`src/rtl/pilot_gap_pkg.sv`:
```
package pilot_gap_pkg;

  // Spacing between pilot k and pilot k+1 within one period of the pattern.
  function automatic int unsigned gap_value(input int unsigned k,
                                            input int unsigned period,
                                            input int unsigned base,
                                            input int unsigned stride,
                                            input int unsigned offset);
    return base + ((stride * k + offset) % period);
  endfunction

  // Address that follows a in a table read cyclically over `period` entries.
  function automatic int unsigned next_addr(input int unsigned a,
                                            input int unsigned period);
    return (a == period - 1) ? 0 : a + 1;
  endfunction

endpackage

```
`src/rtl/pilot_gap_rom.sv`:
```
module pilot_gap_rom #(
  parameter int unsigned DEPTH  = 64,
  parameter int unsigned PERIOD = 45,
  parameter int unsigned GAP_W  = 8,
  parameter int unsigned BASE   = 16,
  parameter int unsigned STRIDE = 13,
  parameter int unsigned OFFSET = 5,
  localparam int unsigned AW    = $clog2(DEPTH)
) (
  input  logic             clk,
  input  logic             rst_n,
  input  logic [AW-1:0]    rd_addr,
  output logic [GAP_W-1:0] rd_gap
);

  logic [GAP_W-1:0] tbl [DEPTH];

  for (genvar g = 0; g < DEPTH; g++) begin : g_entry
    if (g < PERIOD) begin : g_used
      localparam int unsigned GV =
        pilot_gap_pkg::gap_value(g, PERIOD, BASE, STRIDE, OFFSET);
      assign tbl[g] = GAP_W'(GV);
    end else begin : g_spare
      assign tbl[g] = '0;
    end
  end

  assign rd_gap = tbl[rd_addr];

  AST_GAP_NONZERO: assert property (@(posedge clk) disable iff (!rst_n)
    (32'(rd_addr) < PERIOD) |-> (rd_gap != '0));

endmodule

```
`src/rtl/pilot_seq_ctrl.sv`:
```
module pilot_seq_ctrl #(
  parameter int unsigned NUM_PILOTS = 177,
  parameter int unsigned PERIOD     = 45,
  parameter int unsigned DEPTH      = 64,
  localparam int unsigned AW        = $clog2(DEPTH),
  localparam int unsigned CW        = $clog2(NUM_PILOTS)
) (
  input  logic          clk,
  input  logic          rst_n,
  input  logic          sym_start,
  input  logic          pos_req,
  output logic [AW-1:0] rom_addr,
  output logic          running,
  output logic          at_last,
  output logic          adv_evt,
  output logic          wrap_evt
);

  localparam logic [CW-1:0] LAST_CNT = CW'(NUM_PILOTS - 1);
  localparam logic [AW-1:0] LAST_ADR = AW'(PERIOD - 1);

  logic [CW-1:0] cnt;

  assign at_last  = running && (cnt == LAST_CNT);
  assign adv_evt  = running && pos_req && !at_last && !sym_start;
  assign wrap_evt = adv_evt && (rom_addr == LAST_ADR);

  always_ff @(posedge clk) begin
    if (!rst_n) begin
      running  <= 1'b0;
      cnt      <= '0;
      rom_addr <= '0;
    end else if (sym_start) begin
      running  <= 1'b1;
      cnt      <= '0;
      rom_addr <= '0;
    end else if (adv_evt) begin
      cnt      <= cnt + 1'b1;
      rom_addr <= AW'(pilot_gap_pkg::next_addr(32'(rom_addr), PERIOD));
    end
  end

  AST_ADDR_IN_PERIOD: assert property (@(posedge clk) disable iff (!rst_n)
    32'(rom_addr) < PERIOD);
  AST_WRAP_TO_ZERO: assert property (@(posedge clk) disable iff (!rst_n)
    wrap_evt |=> (rom_addr == '0) && running);
  AST_HOLD_AT_LAST: assert property (@(posedge clk) disable iff (!rst_n)
    (at_last && !sym_start) |=> at_last && $stable(rom_addr));
  AST_IDLE_UNTIL_START: assert property (@(posedge clk) disable iff (!rst_n)
    (!running && !sym_start) |=> !running);

endmodule

```
`src/rtl/pilot_pos_acc.sv`:
```
module pilot_pos_acc #(
  parameter int unsigned POS_W = 13,
  parameter int unsigned GAP_W = 8
) (
  input  logic             clk,
  input  logic             rst_n,
  input  logic             clear,
  input  logic             adv,
  input  logic [GAP_W-1:0] gap,
  output logic [POS_W-1:0] pos,
  output logic             ovf_evt
);

  logic [POS_W:0] sum;

  assign sum     = {1'b0, pos} + {{(POS_W + 1 - GAP_W){1'b0}}, gap};
  assign ovf_evt = adv && sum[POS_W];

  always_ff @(posedge clk) begin
    if (!rst_n)      pos <= '0;
    else if (clear)  pos <= '0;
    else if (adv)    pos <= sum[POS_W-1:0];
  end

  AST_NO_OVERFLOW: assert property (@(posedge clk) disable iff (!rst_n)
    !ovf_evt);
  AST_CLEAR_ZERO: assert property (@(posedge clk) disable iff (!rst_n)
    clear |=> (pos == '0));

endmodule

```
`src/rtl/pilot_pos_gen.sv`:
```
module pilot_pos_gen #(
  parameter int unsigned NUM_PILOTS = 177,
  parameter int unsigned PERIOD     = 45,
  parameter int unsigned ROM_DEPTH  = 64,
  parameter int unsigned GAP_W      = 8,
  parameter int unsigned POS_W      = 13,
  parameter int unsigned GAP_BASE   = 16,
  parameter int unsigned GAP_STRIDE = 13,
  parameter int unsigned GAP_OFFSET = 5
) (
  input  logic             clk,
  input  logic             rst_n,
  input  logic             sym_start,
  input  logic             pos_req,
  output logic [POS_W-1:0] pos_pos,
  output logic             pos_valid,
  output logic             pos_last
);

  localparam int unsigned AW = $clog2(ROM_DEPTH);

  logic [AW-1:0]    rom_addr;
  logic [GAP_W-1:0] cur_gap;
  logic             adv_evt;
  logic             wrap_evt;
  logic             ovf_evt;

  pilot_seq_ctrl #(
    .NUM_PILOTS (NUM_PILOTS),
    .PERIOD     (PERIOD),
    .DEPTH      (ROM_DEPTH)
  ) u_ctrl (
    .clk       (clk),
    .rst_n     (rst_n),
    .sym_start (sym_start),
    .pos_req   (pos_req),
    .rom_addr  (rom_addr),
    .running   (pos_valid),
    .at_last   (pos_last),
    .adv_evt   (adv_evt),
    .wrap_evt  (wrap_evt)
  );

  pilot_gap_rom #(
    .DEPTH  (ROM_DEPTH),
    .PERIOD (PERIOD),
    .GAP_W  (GAP_W),
    .BASE   (GAP_BASE),
    .STRIDE (GAP_STRIDE),
    .OFFSET (GAP_OFFSET)
  ) u_rom (
    .clk     (clk),
    .rst_n   (rst_n),
    .rd_addr (rom_addr),
    .rd_gap  (cur_gap)
  );

  pilot_pos_acc #(
    .POS_W (POS_W),
    .GAP_W (GAP_W)
  ) u_acc (
    .clk     (clk),
    .rst_n   (rst_n),
    .clear   (sym_start),
    .adv     (adv_evt),
    .gap     (cur_gap),
    .pos     (pos_pos),
    .ovf_evt (ovf_evt)
  );

  AST_START_OPENS: assert property (@(posedge clk) disable iff (!rst_n)
    sym_start |=> pos_valid && (pos_pos == '0) && !pos_last);
  AST_ASCENDING: assert property (@(posedge clk) disable iff (!rst_n)
    adv_evt |=> (pos_pos > $past(pos_pos)));
  AST_HOLD_IDLE: assert property (@(posedge clk) disable iff (!rst_n)
    (pos_valid && !pos_req && !sym_start) |=> $stable(pos_pos) && pos_valid);
  AST_LAST_FROZEN: assert property (@(posedge clk) disable iff (!rst_n)
    (pos_last && pos_req && !sym_start) |=> $stable(pos_pos) && pos_last);
  AST_WRAP_IS_ADV: assert property (@(posedge clk) disable iff (!rst_n)
    wrap_evt |-> adv_evt && !ovf_evt);

endmodule

```
`config.mk`:
```
export PLATFORM = sky130hd
export DESIGN_NAME = pilot_pos_gen
export DESIGN_NICKNAME = d
export VERILOG_FILES = /design/src/rtl/pilot_gap_pkg.sv /design/src/rtl/pilot_gap_rom.sv /design/src/rtl/pilot_seq_ctrl.sv /design/src/rtl/pilot_pos_acc.sv /design/src/rtl/pilot_pos_gen.sv
export SDC_FILE = /design/constraint.sdc
export NUM_CORES = 1
export LEC_CHECK = 0
export BUFFER_PORTS_ARGS = -buffer_cell sky130_fd_sc_hd__buf_2
export CAP_MARGIN = 20
export CORE_UTILIZATION = 54
export DETAILED_ROUTE_END_ITERATION = 10
export GPL_TIMING_DRIVEN = 1
export PLACE_DENSITY = 0.78
export SYNTH_ARGS = -nofsm -noshare
export SYNTH_HDL_FRONTEND = slang
export SYNTH_SLANG_ARGS = --single-unit
```
`constraint.sdc`:
```
create_clock -name clk -period 3.7 [get_ports clk]
set_input_delay 0 -clock clk [delete_from_list [all_inputs] [get_ports clk]]
set_output_delay 0 -clock clk [all_outputs]
set_load 0.01 [all_outputs]
```
Word-level counts from Yosys, hierarchy flattened
Memories as Yosys holds them, arrays and structs flattened.
Cells that the tools add are included.

storage, ports and cells
  flip-flop bits (word level) = 28
  ROM bits = 512
  memories = 1

memory list
  name             depth  bits a word  rd ports  clocked after memory_dff  write ports  RTL line             source
  (no name shown)  64     8            1         0                         0            pilot_gap_rom.sv:28  assign rd_gap = tbl[rd_addr];

cells by class
  add/subtract/negate cells = 3
  $lt $le $gt $ge = 1
  eq/ne operators = 2
  mux-type cells = 3
  bitwise operators = 2
  reductions and logical operators = 7

operators by type and width
  kind                 number
  $mux 8               2
  $add 13x8->13        1
  $add 8x1->8 const B  1
  $eq 8x8->1 const B   1
  $ge 7x7->1 const B   1
  $not 6->7            1
  $add 6x1->6 const B  1
  $eq 6x6->1 const B   1
  $mux 6               1
  $logic_and 1x1->1    4
  $logic_not 1->1      2
  $reduce_or 2->1      1
  $not 1->1            1

Longest topological paths before layout
  depth after elaboration = 5
  gate-level depth with buffers = 15
  gate-level depth less buffers = 13

By module
Synthesis repeated with hierarchy kept, for this count alone.

unflattened totals
  cell total of the unflattened synthesis = 274
  area, all modules = 2,278.4 sq um

modules (own cells, without submodules)
  module          times used  cells each  area each (sq um)
  pilot_pos_acc   1           90          814.5
  pilot_seq_ctrl  1           86          789.5
  pilot_gap_rom   1           98          674.4

Worst setup path after synthesis
Ideal clock, no wire load.

  path kind = register to register
  start = reg u_ctrl.rom_addr[1]
  end = reg u_acc.pos[12]
  data arrival time = 3,568 ps
  data required time = 3,628 ps
  slack = 60 ps
  cell stages (with the launch flop) = 16
  clock period less this slack = 3,640 ps
  cells stage by stage = dfxtp_1 -> clkbuf_1 -> inv_1 -> ha_1 -> clkbuf_1 -> nor2b_1 -> a21oi_1 -> mux4_2 -> o22ai_1 -> ha_1 -> inv_1 -> fa_1 -> nor2b_1 -> o31ai_1 -> a2111oi_0 -> mux2i_1

on the way
  word-level cells in the longest chain between the ends = 5

ends and longest elaborated chain
  item                                        RTL line              source
  start: declaration                          pilot_seq_ctrl.sv:12  output logic [AW-1:0] rom_addr,
  start signal: assignment                    pilot_seq_ctrl.sv:39  rom_addr <= AW'(pilot_gap_pkg::next_addr(32'(rom_addr), PERIOD));
  $not 6->7 (not written as such)             pilot_gap_rom.sv:28
  $mem_v2 64x8                                -
  $mux 8 (not written as such) (2 in series)  pilot_gap_rom.sv:28
  $add 13x8->13                               pilot_pos_acc.sv:16   assign sum = {1'b0, pos} + {{(POS_W + 1 - GAP_W){1'b0}}, gap};
  end signal: assignment                      pilot_pos_acc.sv:22   else if (adv) pos <= sum[POS_W-1:0];
  end: declaration                            pilot_pos_acc.sv:10   output logic [POS_W-1:0] pos,

No other way between the ends. The select of a mux whose other input is x is not followed.
A chain may end at the register's enable or synchronous reset.

Worst setup path after layout
Ends and elaborated chain as after synthesis.

==> impl_metrics.csv <==
group,metric,value,unit
global_routing,use_met2,0.414,
sta,setup_ws,0.265,ns
cells_and_area,syn_to_final_growth,8.53,%
yosys,synth_edf_count,0,
detailed_routing,postRouteWirelength,4940,um
clocking,clkTransAtPathRegs,0.10,ns
worst_setup_path,cp-start-kind,"flip-flop",
clocking,clockBufferDepth,2,
clocking,cts_tree,"done",
floorplan,row_count,23,
detailed_routing,avgViaCountPerCell,5.94,
yosys,ys.warnings.count,0,
yosys,async_flop_share,0,
worst_setup_path,path_max_fanout,9,
cells_and_area,drive_gt1_frac,0.171,
yosys,syn_inst,270,
floorplan,dieArea,0.00444,mm2
global_routing,grt_pass1_wl,8230,um
yosys,yosysTopAreaCell,"dfxtp_1",
detailed_routing,routedWlPerCell,14.7,um
placement,place.gp.congestion,0.885,
yosys,postSynthAreaPerCell,8.36,um2
yosys,seq_area_frac_synth,0.248,
power,cellLeakagePower,0.910,nW
global_routing,grt.overflow.total,0,
global_routing,grt_busiest_layer,"met2",
sta,max_slew_margin,0.315,
yosys,synth.ff_latch_count,28,
detailed_routing,drt_iter0_drc,240,
worst_setup_path,crit_required,3.92,ns
power,ir_drop,0.225,mV
placement,hpwl,3460,um
yosys,synth_top_area_frac,0.248,
power,p_per_area,241,mW/mm2
sta,setup_viol,0,
clocking,cts_inserted_buffers,3,
detailed_routing,drc,0,
detailed_routing,drt_pass1_iterations,4,
yosys,ys.flop_type,"dfxtp_1",
global_routing,met3_usage,0.0462,
sta,setup-tns-final,0,ns
placement,pre_cts_ws,0.170,ns
yosys,syn-num-nets,292,
clocking,cts.sinks,28,
sta,min_period,3.44,ns
floorplan,die_y,66.7,um
sta,max_freq,0.291,GHz
yosys,yosys.cell_types.count,55,
global_routing,antenna_found_initial,0,
floorplan,num_io_pins,19,
yosys,yosysMostFrequentCell,"dfxtp_1",
global_routing,grtUsageMet1,0.307,
sta,tightest_slew,1.03,ns
sta,finalClockSkew,0.00239,ns
floorplan,coreArea,0.00400,mm2
sta,finalHoldViolations,0,
global_routing,grt_pass1_vias,1811,
floorplan,initial_core_util,0.565,
outcome,status,"finished clean",
worst_setup_path,worstSetupPathType,"reg -> reg",
job,maxCapViolations,0,
clocking,cts-root-buf,"clkbuf_8",
detailed_routing,vias,1995,
global_routing,grt_max_degree,30,
global_routing,grtUsageTotal,0.241,
cells_and_area,final_nets,309,
sta,layout_worst_path_cycle_share,0.928,
yosys,synthTopCellsByCount,"28 x dfxtp_1, 25 x nand2_1, 22 x a21oi_1, 22 x nor2_1, 17 x ha_1",
worst_setup_path,cp.arrival,3.65,ns
cells_and_area,fin_util,0.613,
detailed_routing,ant_nets,0,
worst_setup_path,cp-end-kind,"flip-flop",
cells_and_area,diodes,0,
sta,slew_violations,0,
yosys,yosys-top-cells-area,"dfxtp_1 25%, ha_1 9.4%, mux4_2 5.0%",
placement,portBuffers,18,
floorplan,die_width,66.7,um
clocking,htreeDepth,1,
sta,holdWs,0.243,ns
sta,rsz0062_at_grt,"false",
hold_path,hp-class,"in -> reg",
yosys,synth_area,0.00226,mm2
clocking,clock_latency,0.28,ns
==> area by class of cell <==
cell class	count	area, um2
fillers	356	1550
multi-input cells	214	1540
flip-flops and latches	28	561
repair buffers	28	170
well taps	50	62.6
inverters	12	45.0
clock buffers	3	41.3
clock inverters	1	30.0
==> worst paths after layout <==
path,start,to,slack (ns),depth (start not counted)
worst max-delay path,u_ctrl.rom_addr[1],u_acc.pos[12],0.26,14
worst min-delay path,sym_start,u_acc.pos[11],0.24,4
worst max register to register,u_ctrl.rom_addr[1],u_acc.pos[12],0.26,14
worst min register to register,u_acc.pos[12],u_acc.pos[12],0.48,2
==> routing by layer <==
| layer | vias to the layer above | part of all wire |
|---|---|---|
| met2 | 55 | 0.47 |
| met3 | 7 | 0.049 |
| met5 | - | 0 |
| met1 | 923 | 0.47 |
| met4 | 0 | 0.010 |
| li1 | 1010 | - |
==> cells in the final DEF, fill, tap and decap left out, drive strengths merged, types with 3 or more instances in the layout <==
| master | synthesis | final |
|---|---|---|
| o2111ai | 3 | 3 |
| inv | 11 | 11 |
| a21o | 3 | 3 |
| buf | 9 | 26 |
| a211oi | 8 | 8 |
| nor2b | 9 | 9 |
| o21ai | 10 | 10 |
| o21a | 4 | 4 |
| nor3 | 4 | 4 |
| dfxtp | 28 | 28 |
| o211ai | 5 | 5 |
| xor2 | 6 | 6 |
| ha | 17 | 17 |
| and2 | 6 | 6 |
| a21oi | 23 | 23 |
| mux2i | 9 | 9 |
| nor2 | 22 | 22 |
| xnor2 | 3 | 3 |
| o22ai | 3 | 3 |
| nand2 | 25 | 25 |
| nand3 | 12 | 12 |
| nand2b | 8 | 8 |
| clkbuf | 6 | 3 |
| nand4 | 5 | 5 |
| mux4 | 5 | 5 |
==> registers in the layout, indices dropped and copies added (netlist names) <==
register         count
u_acc.pos           13
u_ctrl.cnt           8
u_ctrl.rom_addr      6
u_ctrl.running       1
==> critical path, cell delays in order (launching register included) <==
cell       delay, ns
dfxtp_1         0.35
inv_1           0.08
ha_1            0.39
nor2b_1         0.20
a21oi_1         0.06
mux4_2          0.46
o22ai_1         0.21
ha_1            0.20
inv_1           0.05
fa_1            0.39
nor2b_1         0.17
o31ai_1         0.11
buf_4           0.16
a2111oi_2       0.32
mux2i_1         0.21
==> power by group <==
group	switching, mW	leakage, nW	internal (mW)
clock	0.100	0.0357	0.145
combinational	0.0246	0.648	0.0156
sequential	0.00177	0.226	0.303
==> metrics by stage <==
step,power (mW),instance area [um2],std cells
global route,0.614,2450,336
global placement,0.349,2350,330
CTS,0.597,2440,336
finish,0.591,2450,336
floorplan,0.342,2260,270
detailed placement,0.350,2350,330
==> repair_timing <==
item | in CTS | in global routing
hold endpoints to repair | 1 | 0
gates resized for setup | 0 | 2
setup endpoints to repair | 0 | 1
setup buffers | 0 | 0
hold buffers | 2 | 0
==> kinds of logic (layout without fill, tap and decap cells) <==
kind of cell	count (synthesis)	in the layout	synth area share
buffers and inverters	28	44	0.0720
AOI/OAI and AO/OA	71	71	0.219
adders and majority gates	18	18	0.103
xor gates and xnor gates	9	9	0.0349
muxes	15	15	0.0947
and+or+nand+nor	101	101	0.228
DFF	28	28	0.248
No activity file was read; power rests on OpenSTA's default activity.
